===== src/rtl/mrep_pkg.sv =====
package mrep_pkg;

   typedef enum logic [1:0] {
      REP_UNS  = 2'b00,
      REP_TWOS = 2'b01,
      REP_ONES = 2'b10,
      REP_BIAS = 2'b11
   } rep_e;

   typedef struct packed {
      logic carry;
      logic ovf;
      logic err;
   } flag_t;

endpackage


===== src/rtl/mrep_fa.sv =====
module mrep_fa (
   input  logic x,
   input  logic y,
   input  logic ci,
   output logic s,
   output logic co
);
   always_comb begin
      s  = x ^ y ^ ci;
      co = (x & y) | (ci & (x ^ y));
   end
endmodule


===== src/rtl/mrep_ripple.sv =====
module mrep_ripple #(
   parameter int N = 8
) (
   input  logic [N-1:0] x,
   input  logic [N-1:0] y,
   input  logic         cin,
   output logic [N-1:0] s,
   output logic         cout
);
   logic [N:0] cy;

   assign cy[0] = cin;

   for (genvar i = 0; i < N; i++) begin : g_bit
      mrep_fa u_fa (
         .x  (x[i]),
         .y  (y[i]),
         .ci (cy[i]),
         .s  (s[i]),
         .co (cy[i+1])
      );
   end

   assign cout = cy[N];
endmodule


===== src/rtl/mrep_core.sv =====
module mrep_core
   import mrep_pkg::*;
#(
   parameter int W    = 8,
   parameter int BIAS = 2 ** (W - 1)
) (
   input  rep_e         md,
   input  logic         sub,
   input  logic [W-1:0] a,
   input  logic [W-1:0] b,
   output logic [W-1:0] res,
   output flag_t        flg
);
   localparam int       MSB   = W - 1;
   localparam logic [W:0] NEG_K = ~((W + 1)'(BIAS));

   logic         is_cmp;
   logic         unsup;
   logic [W-1:0] b_eff;
   logic         cin0;

   // first pass: shared by every mode
   logic [W-1:0] s1;
   logic         c1;
   // second pass: end-around carry for one's complement
   logic [W-1:0] s2;
   logic         c2;
   // third pass: bias removal, one bit wider
   logic [W:0]   dk;
   logic         nb;

   always_comb begin
      is_cmp = (md == REP_TWOS) || (md == REP_ONES);
      unsup  = sub && !is_cmp;
      b_eff  = (sub && is_cmp) ? ~b : b;
      cin0   = sub && (md == REP_TWOS);
   end

   mrep_ripple #(.N(W)) u_main (
      .x    (a),
      .y    (b_eff),
      .cin  (cin0),
      .s    (s1),
      .cout (c1)
   );

   mrep_ripple #(.N(W)) u_eac (
      .x    (s1),
      .y    ('0),
      .cin  (c1),
      .s    (s2),
      .cout (c2)
   );

   mrep_ripple #(.N(W + 1)) u_bias (
      .x    ({c1, s1}),
      .y    (NEG_K),
      .cin  (1'b1),
      .s    (dk),
      .cout (nb)
   );

   always_comb begin
      res = '0;
      flg = '0;
      if (unsup) begin
         flg.err = 1'b1;
      end else begin
         unique case (md)
            REP_UNS: begin
               res       = s1;
               flg.carry = c1;
               flg.ovf   = c1;
            end
            REP_TWOS: begin
               res       = s1;
               flg.carry = c1;
               flg.ovf   = (a[MSB] == b_eff[MSB]) && (s1[MSB] != a[MSB]);
            end
            REP_ONES: begin
               res       = s2;
               flg.carry = c1 | c2;
               flg.ovf   = (a[MSB] == b_eff[MSB]) && (s2[MSB] != a[MSB]);
            end
            default: begin
               res       = dk[W-1:0];
               flg.carry = c1;
               flg.ovf   = !nb || dk[W];
            end
         endcase
      end
   end
endmodule


===== src/rtl/mrep_out_stage.sv =====
module mrep_out_stage
   import mrep_pkg::*;
#(
   parameter int W       = 8,
   parameter bit REG_OUT = 1'b1
) (
   input  logic         clk,
   input  logic         rst_n,
   input  logic         in_valid,
   input  logic [W-1:0] res_i,
   input  flag_t        flg_i,
   output logic         out_valid,
   output logic [W-1:0] res_o,
   output flag_t        flg_o
);
   if (REG_OUT) begin : g_reg
      logic         vld_q;
      logic [W-1:0] res_q;
      flag_t        flg_q;

      always_ff @(posedge clk or negedge rst_n) begin
         if (!rst_n) begin
            vld_q <= 1'b0;
            res_q <= '0;
            flg_q <= '0;
         end else begin
            vld_q <= in_valid;
            if (in_valid) begin
               res_q <= res_i;
               flg_q <= flg_i;
            end
         end
      end

      assign out_valid = vld_q;
      assign res_o     = res_q;
      assign flg_o     = flg_q;


      capture_chk: assert property (@(posedge clk) disable iff (!rst_n)
         in_valid |=> (out_valid && res_o == $past(res_i) && flg_o == $past(flg_i)));


      idle_vld_chk: assert property (@(posedge clk) disable iff (!rst_n)
         !in_valid |=> !out_valid);


      hold_chk: assert property (@(posedge clk) disable iff (!rst_n)
         !in_valid |=> ($stable(res_o) && $stable(flg_o)));
   end else begin : g_pass
      assign out_valid = in_valid;
      assign res_o     = res_i;
      assign flg_o     = flg_i;
   end
endmodule


===== src/rtl/mrep_adder.sv =====
module mrep_adder
   import mrep_pkg::*;
#(
   parameter int W       = 8,
   parameter int BIAS    = 2 ** (W - 1),
   parameter bit REG_OUT = 1'b1
) (
   input  logic         clk,
   input  logic         rst_n,
   input  logic         in_valid,
   input  logic [1:0]   mode,
   input  logic         sub,
   input  logic [W-1:0] a,
   input  logic [W-1:0] b,
   output logic         out_valid,
   output logic [W-1:0] sum,
   output logic         carry_out,
   output logic         overflow,
   output logic         err
);
   localparam int MSB = W - 1;

   if (W < 2 || W > 30) begin : g_bad_width
      $error("mrep_adder: W must lie in 2..30");
   end
   if (BIAS < 0 || BIAS > (2 ** W) - 1) begin : g_bad_bias
      $error("mrep_adder: BIAS must lie in 0..2^W-1");
   end

   rep_e         md;
   logic [W-1:0] c_res;
   flag_t        c_flg;
   flag_t        o_flg;

   assign md = rep_e'(mode);

   mrep_core #(.W(W), .BIAS(BIAS)) u_core (
      .md  (md),
      .sub (sub),
      .a   (a),
      .b   (b),
      .res (c_res),
      .flg (c_flg)
   );

   // sign rule must agree with carry-in vs carry-out of the MSB

   twos_ovf_chk: assert property (@(posedge clk) disable iff (!rst_n)
      (md == REP_TWOS) |->
         (c_flg.ovf == (a[MSB] ^ b[MSB] ^ sub ^ c_res[MSB] ^ c_flg.carry)));


   ones_ovf_sign_chk: assert property (@(posedge clk) disable iff (!rst_n)
      (md == REP_ONES && c_flg.ovf) |-> (c_res[MSB] != a[MSB]));


   unsup_chk: assert property (@(posedge clk) disable iff (!rst_n)
      (sub && (md == REP_UNS || md == REP_BIAS)) |->
         (c_flg.err && c_res == '0 && !c_flg.carry && !c_flg.ovf));


   no_err_chk: assert property (@(posedge clk) disable iff (!rst_n)
      (!sub || md == REP_TWOS || md == REP_ONES) |-> !c_flg.err);


   uns_sum_chk: assert property (@(posedge clk) disable iff (!rst_n)
      (md == REP_UNS && !sub) |->
         ({c_flg.carry, c_res} == ({1'b0, a} + {1'b0, b})));

   mrep_out_stage #(.W(W), .REG_OUT(REG_OUT)) u_out (
      .clk       (clk),
      .rst_n     (rst_n),
      .in_valid  (in_valid),
      .res_i     (c_res),
      .flg_i     (c_flg),
      .out_valid (out_valid),
      .res_o     (sum),
      .flg_o     (o_flg)
   );

   assign carry_out = o_flg.carry;
   assign overflow  = o_flg.ovf;
   assign err       = o_flg.err;
endmodule


===== config.mk =====
export PLATFORM = sky130hd
export DESIGN_NAME = mrep_adder
export DESIGN_NICKNAME = d
export VERILOG_FILES = /design/src/rtl/mrep_pkg.sv /design/src/rtl/mrep_fa.sv /design/src/rtl/mrep_ripple.sv /design/src/rtl/mrep_core.sv /design/src/rtl/mrep_out_stage.sv /design/src/rtl/mrep_adder.sv
export SDC_FILE = /design/constraint.sdc
export NUM_CORES = 1
export LEC_CHECK = 0
export BUFFER_PORTS_ARGS = -buffer_cell sky130_fd_sc_hd__buf_2
export CORE_MARGIN = 4
export CORE_UTILIZATION = 24
export CTS_CLUSTER_DIAMETER = 40
export DETAILED_ROUTE_END_ITERATION = 10
export GPL_TIMING_DRIVEN = 0
export PLACE_DENSITY = 0.49
export SLEW_MARGIN = 5
export SYNTH_ARGS = -nofsm -noshare
export SYNTH_HDL_FRONTEND = slang
export SYNTH_SLANG_ARGS = --single-unit

===== constraint.sdc =====
create_clock -name clk -period 0.8 [get_ports clk]
set_input_delay 0.2 -clock clk [delete_from_list [all_inputs] [get_ports clk]]
set_output_delay 0.2 -clock clk [all_outputs]
set_load 0.005 [all_outputs]

==> results by group, run 1 <==
Timing
  – Crit share post-route: 659%
  – Final worst path period need: 5.28 ns
  – Slew headroom: 69.6%
  – RSZ-0062 raised after global routing: yes
  – Worst Setup Slack, final: -4.48 ns
  – F_max: 190 MHz
  – Clock Skew: 0 ns
  – Fin. max-slew vios: 0
  – Slew @ Worst Pin: 0.457 ns
  – Count of final setup violators: 23
  – Total negative slack: -40.81 ns
  – Hold Fails Final Rpt: 0

Critical path
  – Worst r2r src: u_out.flg_o[1]$_DFFE_PN0P_
  – CP required: 0.94 ns
  – Crit Path Max Fanout: 2
  – WP data arrival: 5.42 ns
  – Termination of the worst setup path: u_out.res_o[7]$_DFFE_PN0P_
  – FF-to-FF path depth: 4
  – Most frequent cell on the critical path: ha_4
  – Crit Path Category: in -> reg
  – Worst path max stage delay: 0.39 ns
  – Worst-path cell chain: buf_12, inv_12, ha_4, nand2_8, xnor2_4, fa_2, fa_2, fa_2, fa_2, fa_2, fa_2, fa_2, fa_2, ha_4, ha_4, ha_4, ha_4, ha_4, ha_4, ha_4, ha_4, nand2_1, and3_1, o32ai_2
  – Worst setup SP type: input pin
  – CP startpoint: mode[0]
  – R2r setup slk: -0.08 ns
  – RR Endpoint: u_out.flg_o[1]$_DFFE_PN0P_
  – CP max-delay cell: fa_2
  – CP endpoint kind: register

Cells and area
  – FF/Latch Area: 300 sq um
  – Post-route cell area: 1720 sq um
  – Share of cells above drive strength 1: 57.3%
  – Antenna Cells: 0
  – Area of the multi-input gates: 888 sq um
  – Fillers: 435
  – Fin nets: 195
  – Area grow syn2layout: 60.5%

Clock tree
  – CTS tree: built
  – Clock transition at path regs: 0.05 ns
  – Htree depth: 1
  – Num CTS Buffers: 3
  – Clock tree buffer depth: 2
  – Clock root buffer: clkbuf_8
  – Clock latency on the worst-skew pair: 0.23 ns
  – CTS sink cnt: 12

Synth
  – Post-Syn Area per Cell: 11.1 sq um
  – Post-Syn Area: 1070 sq um
  – Largest cells by area after synthesis: dfrtp_1 (28%), ha_1 (15%), fa_1 (15%)
  – Number of enable flip-flop cells after synthesis: 0
  – Yosys reg bits: 12
  – Synth warnings: 0
  – Post-Synthesis Cells: 96
  – Sequential fraction of the synthesis area: 28.1%
  – Main flop type after synthesis: dfrtp_1
  – Syn nets: 139
  – Largest area contributor in the netlist: dfrtp_1
  – Top-area cell type share of the netlist area: 28.1%
  – Most frequent cells after synthesis: inv_1 (14), ha_1 (13), dfrtp_1 (12)
  – Most frequent cell after synthesis: inv_1
  – Synth cell types: 26
  – Asr flop ratio synth: 100%

Die
  – Die W: 74.7 microns
  – Starting Density: 24.7%
  – Row count: 24
  – IO Pins: 34
  – Die area: 5580 sq um
  – Core Area: 4320 sq um
  – Die height: 74.7 microns

Routing
  – Router iterations before antenna repair: 4
  – Wire length per cell: 13.1 microns
  – ANT nets after route: 0
  – Drt total wl: 2650 microns
  – Number of remaining DRC errors: 0
  – Via density: 4.42
  – Routed vias: 893
  – Iteration-0 DRC Markers: 33

Global route
  – Number of global-route vias before repair: 981
  – Largest net degree at the start of global routing: 13
  – Antenna violations before repair: 0
  – First-pass GRT wire length: 4400 microns
  – GRT Util Overall: 10.1%
  – Total grt overflow: 0

Power and ir drop
  – Power Dens Cells: 1790 nW/um^2
  – Design Power: 3.07 mW
  – Max rail drop VDD: 610 uV
  – Leak Pwr: 0.739 nW

Min path
  – Worst hold path class: in -> reg

Job
  – Max-cap violations: 0

Place
  – Placer Congestion: 0.756
  – Setup slack after placement: -5.45 ns
  – PortBufs: 33
  – Placed instance area: 1480 sq um
  – Final HPWL DP: 2120 microns

Run status
  – Outcome: finished with violations
  – Failing checks: setup timing
-- how the worst min path moves through the flow --
stage          depth (start not counted)      from                          to
6_report                               1  in_valid   u_out.out_valid$_DFF_PN0_
5_1_grt                                1  in_valid   u_out.out_valid$_DFF_PN0_
4_1_cts                                1  in_valid   u_out.out_valid$_DFF_PN0_
3_5_place_dp                           1     rst_n  u_out.res_o[3]$_DFFE_PN0P_
3_3_place_gp                           1     rst_n  u_out.res_o[3]$_DFFE_PN0P_
2_1_floorplan                          0     rst_n  u_out.flg_o[0]$_DFFE_PN0P_
-- sequential cells by signal, summed over array words and instances (netlist names) --
name             cells
u_out.res_o          8
u_out.out_valid      1
u_out.flg_o          3
-- cell type report --
class                           instances  area share, %
Buffer                                  3           1.53
Clock buffer                            3           2.41
Inverter                               14           4.08
Multi-Input combinational cell         68           51.8
Sequential cell                        12           17.5
Tap cell                               52           3.79
Timing Repair Buffer                   50           18.9
-- kinds of logic after synthesis --
group / Yosys count / synth area share (%)
XOR/XNOR: 11 / 9.02
AO/OA/AOI/OAI: 25 / 20.1
buffers and inverters: 17 / 7.38
flip-flops: 12 / 28.1
adder cells (fa/ha/maj): 21 / 30.2
AND/OR/NAND/NOR: 10 / 5.15
-- critical path, delay by kind of cell --
kind                     cells  cell delay, ns
AND/OR/NAND/NOR              3            0.26
XOR/XNOR                     1            0.14
adder cells (fa/ha/maj)     17            4.50
buffers and inverters        2            0.12
AO/OA/AOI/OAI                1            0.19
-- layout by cell type, fill, tap and decap left out, types with 2 or more instances in the layout --
master,netlist,layout
a22oi_2,7,7
buf_2,0,31
buf_4,0,15
buf_6,2,3
clkbuf_8,0,3
dfrtp_1,12,12
fa_2,0,8
ha_1,13,4
ha_4,0,9
inv_1,14,12
nor2_1,2,2
o21ai_4,0,2
o22ai_1,7,7
xnor2_1,11,10
-- repair_timing --
action	4_1_cts	5_1_grt
buffers inserted	13	3
endpoints found under the setup margin	23	23
hold endpoints to repair	12	0
resized for setup	8	3
pin swaps	13	4
cloned	0	1
hold buffers	1	0
-- metal layers --
| metal | share of wire (%) | up-vias | GRT usage, % |
|---|---|---|---|
| li1 | - | 446 | - |
| met1 | 40 | 416 | 12.2 |
| met2 | 51 | 29 | 18.0 |
| met3 | 7.4 | 2 | 1.47 |
| met4 | 1.3 | 0 | 4.15 |
| met5 | 0 | - | 0 |
-- report_power, final --
group,internal (mW),total [mW],switching (mW)
registers,0.722,0.773,0.0502
clock network,0.330,0.525,0.195
logic,0.977,1.77,0.793
total,2.03,3.07,1.04
-- through the flow --
step                      utilization, %  hold WS (ns)  std cells
after floorplan                        -       -0.0956         96
after global placement              34.3        0.0867        181
after detailed placement            34.3        0.0918        181
after CTS                           38.5         0.154        198
after global routing                39.7         0.190        202
final                               39.7         0.188        202
(Power assumes the default switching activity.)
==> run 2: changes to the inputs <==
CTS_BUF_LIST = sky130_fd_sc_hd__clkbuf_8   (was not set)
PLACE_DENSITY = 0.47   (was 0.49)
SYNTH_HIERARCHICAL = 1   (was not set)
==> run 2 against run 1 <==
Compared with the run above: the run still ends with setup timing left; final cell count grew 29%; clock-buffer cell count increased by 1; worst setup slack got worse by 2.1 ns; global-route usage is 0.93 points lower; critical path depth rose by 2; core utilization down 3.2 points; clock power rose by 23%; area after synthesis is 40% higher; synthesized cell count rose by 18%; register-to-register slack is essentially flat; critical endpoint is now u_out/flg_o[1]$_DFFE_PN0P_; largest power group unchanged; highest routed layer unchanged.
==> results by group, run 2 <==
Run status
  – Outcome: finished with violations
  – Failing checks: setup timing

Place
  – PortBufs: 33
  – Placed instance area: 1920 sq um
  – Placer Congestion: 0.738
  – DP Cell Count: 237
  – Final HPWL DP: 2620 microns

Synth
  – Asr flop ratio synth: 100%
  – Most frequent cell after synthesis: fa_1
  – Largest cells by area after synthesis: fa_1 (33%), dfrtp_1 (20%), mux2_4 (10%)
  – Synth cell types: 26
  – Yosys reg bits: 12
  – Main flop type after synthesis: dfrtp_1
  – Synth warnings: 6
  – Post-Syn Area per Cell: 13.2 sq um
  – Sequential fraction of the synthesis area: 20.1%
  – Largest area contributor in the netlist: fa_1
  – Post-Syn Area: 1500 sq um
  – Number of enable flip-flop cells after synthesis: 0
  – Most frequent cells after synthesis: fa_1 (25), dfrtp_1 (12), mux2_4 (10), nor2b_1 (10)
  – Post-Synthesis Cells: 113
  – Top-area cell type share of the netlist area: 33.5%

Cells and area
  – Antenna Cells: 0
  – Final cell count without fillers: 260
  – Post-route cell area: 2180 sq um
  – FF/Latch Area: 300 sq um
  – Share of cells above drive strength 1: 58.4%
  – Fin nets: 237
  – Commonest non-fill, non-tap cells in the layout: buf_2 (32), conb_1 (18), buf_4 (17)
  – Area grow syn2layout: 45.9%
  – Most common cell after layout, fill and taps aside: buf_2
  – Area of the multi-input gates: 1300 sq um
  – Max FFs per register: 8
  – Fillers: 586
  – Fin util: 36.4%

Die
  – Die area: 7560 sq um
  – Starting Density: 25.0%
  – Die height: 86.9 microns
  – Die W: 86.9 microns
  – IO Pins: 34
  – Core Area: 5990 sq um
  – Row count: 28

Global route
  – Antenna violations before repair: 0
  – First-pass GRT wire length: 5440 microns
  – Total grt overflow: 0
  – GRT Util Overall: 9.19%
  – Largest net degree at the start of global routing: 13
  – Number of global-route vias before repair: 1134

Routing
  – Via density: 4.07
  – Drt total wl: 3140 microns
  – Number of remaining DRC errors: 0
  – Routed vias: 1057
  – Iteration-0 DRC Markers: 8
  – Router iterations before antenna repair: 4
  – Wire length per cell: 12.1 microns
  – ANT nets after route: 0

Clock tree
  – Clock root buffer: clkbuf_8
  – Clock tree buffer depth: 2
  – CTS tree: built
  – Htree depth: 1
  – Clock latency on the worst-skew pair: 0.24 ns
  – Clock transition at path regs: 0.05 ns
  – Num CTS Buffers: 3
  – CTS sink cnt: 12

Critical path
  – Family with the most delay on the worst path: adder cells
  – CP endpoint kind: register
  – Buf/Inv on CP: 2
  – Most frequent cell on the critical path: fa_2
  – Worst setup SP type: input pin
  – CP max-delay cell: fa_1
  – Worst path max stage delay: 0.52 ns
  – Crit Path Max Fanout: 3
  – WP data arrival: 7.47 ns
  – CP required: 0.92 ns
  – Crit Path Category: in -> reg

Power and ir drop
  – Power Dens Cells: 2000 nW/um^2
  – Design Power: 4.37 mW
  – Max rail drop VDD: 961 uV
  – Leak Pwr: 0.966 nW

Timing
  – Crit share post-route: 919%
  – Hold Fails Final Rpt: 0
  – Fin. max-slew vios: 0
  – Final worst path period need: 7.35 ns
  – Worst Setup Slack, final: -6.55 ns
  – RSZ-0062 raised after global routing: yes
  – F_max: 136 MHz
  – Clock Skew: 0 ns
  – Count of final setup violators: 23

Job
  – Max-cap violations: 0

Min path
  – Worst hold path class: in -> reg
## run 2: cell count changes after synthesis, sizes merged, moves of 3 or more
| cell | before | now |
|---|---|---|
| mux2 | 0 | 11 |
| fa | 8 | 25 |
| a22oi | 7 | 0 |
| a221oi | 0 | 8 |
| nor2b | 0 | 10 |
| o22ai | 7 | 0 |
| buf | 2 | 6 |
| inv | 14 | 2 |
| xnor2 | 11 | 8 |
| nor3 | 0 | 8 |
| ha | 13 | 4 |
## run 2: cells by family (layout without fill, tap and decap cells)
group	Yosys count	count (layout)	synth area share [%]
other cells	2	18	0.502
buf+inv	9	65	4.27
compound gates	14	14	10.3
fa+ha+maj	29	29	36.8
xor+xnor	8	8	5.94
simple gates	26	26	9.96
mux	13	13	12.1
flops	12	12	20.1
## run 2: path summary, 6_finish.rpt
| kind | start | end | slack (ns) | cells past startpoint |
|---|---|---|---|---|
| hold / removal | in_valid | u_out/out_valid$_DFF_PN0_ | 0.12 | 1 |
| setup reg to reg | u_out/res_o[1]$_DFFE_PN0P_ | u_out/res_o[1]$_DFFE_PN0P_ | -0.09 | 2 |
| max in group asynchronous | rst_n | u_out/flg_o[1]$_DFFE_PN0P_ | 0.24 | 2 |
| hold reg to reg | u_out/res_o[5]$_DFFE_PN0P_ | u_out/res_o[5]$_DFFE_PN0P_ | 0.51 | 1 |
| min in group asynchronous | rst_n | u_out/res_o[3]$_DFFE_PN0P_ | 0.36 | 2 |
| setup / recovery | mode[0] | u_out/flg_o[1]$_DFFE_PN0P_ | -6.55 | 26 |
## run 2: power breakdown
part | total [mW] | leakage, nW | switching (mW) | internal [mW]
Clock | 0.647 | 0.0288 | 0.213 | 0.434
Sequential | 0.841 | 0.151 | 0.0727 | 0.768
Combinational | 2.89 | 0.787 | 1.28 | 1.61
## run 2: cell type report
| class | instances | area share, % |
|---|---|---|
| buffer | 7 | 3.04 |
| clock buffer | 4 | 2.52 |
| inverter | 2 | 1.15 |
| multi-input combinational | 108 | 59.7 |
| sequential | 12 | 13.8 |
| tap | 75 | 4.30 |
| timing repair buffer | 52 | 15.5 |
## run 2: per-layer routing
metal | vias to the layer above | GRT usage (%) | part of all wire [%]
met5 | - | 0 | 0
met4 | 0 | 2.97 | 1.1
met3 | 4 | 1.23 | 7.4
met2 | 41 | 14.8 | 44
met1 | 502 | 12.8 | 47
li1 | 510 | - | -
## run 2: stage by stage
| stage | TNS (ns) | hold slack, ns | setup slack [ns] |
|---|---|---|---|
| 6_report | -55.35 | 0.120 | -6.55 |
| 5_1_grt | -57.37 | 0.111 | -6.76 |
| 4_1_cts | -55.52 | 0.107 | -6.58 |
| 3_5_place_dp | -59.97 | 0.0826 | -7.25 |
| 3_3_place_gp | -59.53 | 0.0746 | -7.22 |
| 2_1_floorplan | -31.22 | -0.0956 | -4.21 |
## run 2: timing repair
| action | 4_1_cts | 5_1_grt |
|---|---|---|
| cloned | 1 | 0 |
| pin swaps | 11 | 3 |
| endpoints found under the setup margin | 23 | 23 |
| endpoints found under the hold margin | 12 | 0 |
| hold buffers | 1 | 0 |
| gates resized for setup | 11 | 4 |
| buffers inserted | 16 | 1 |
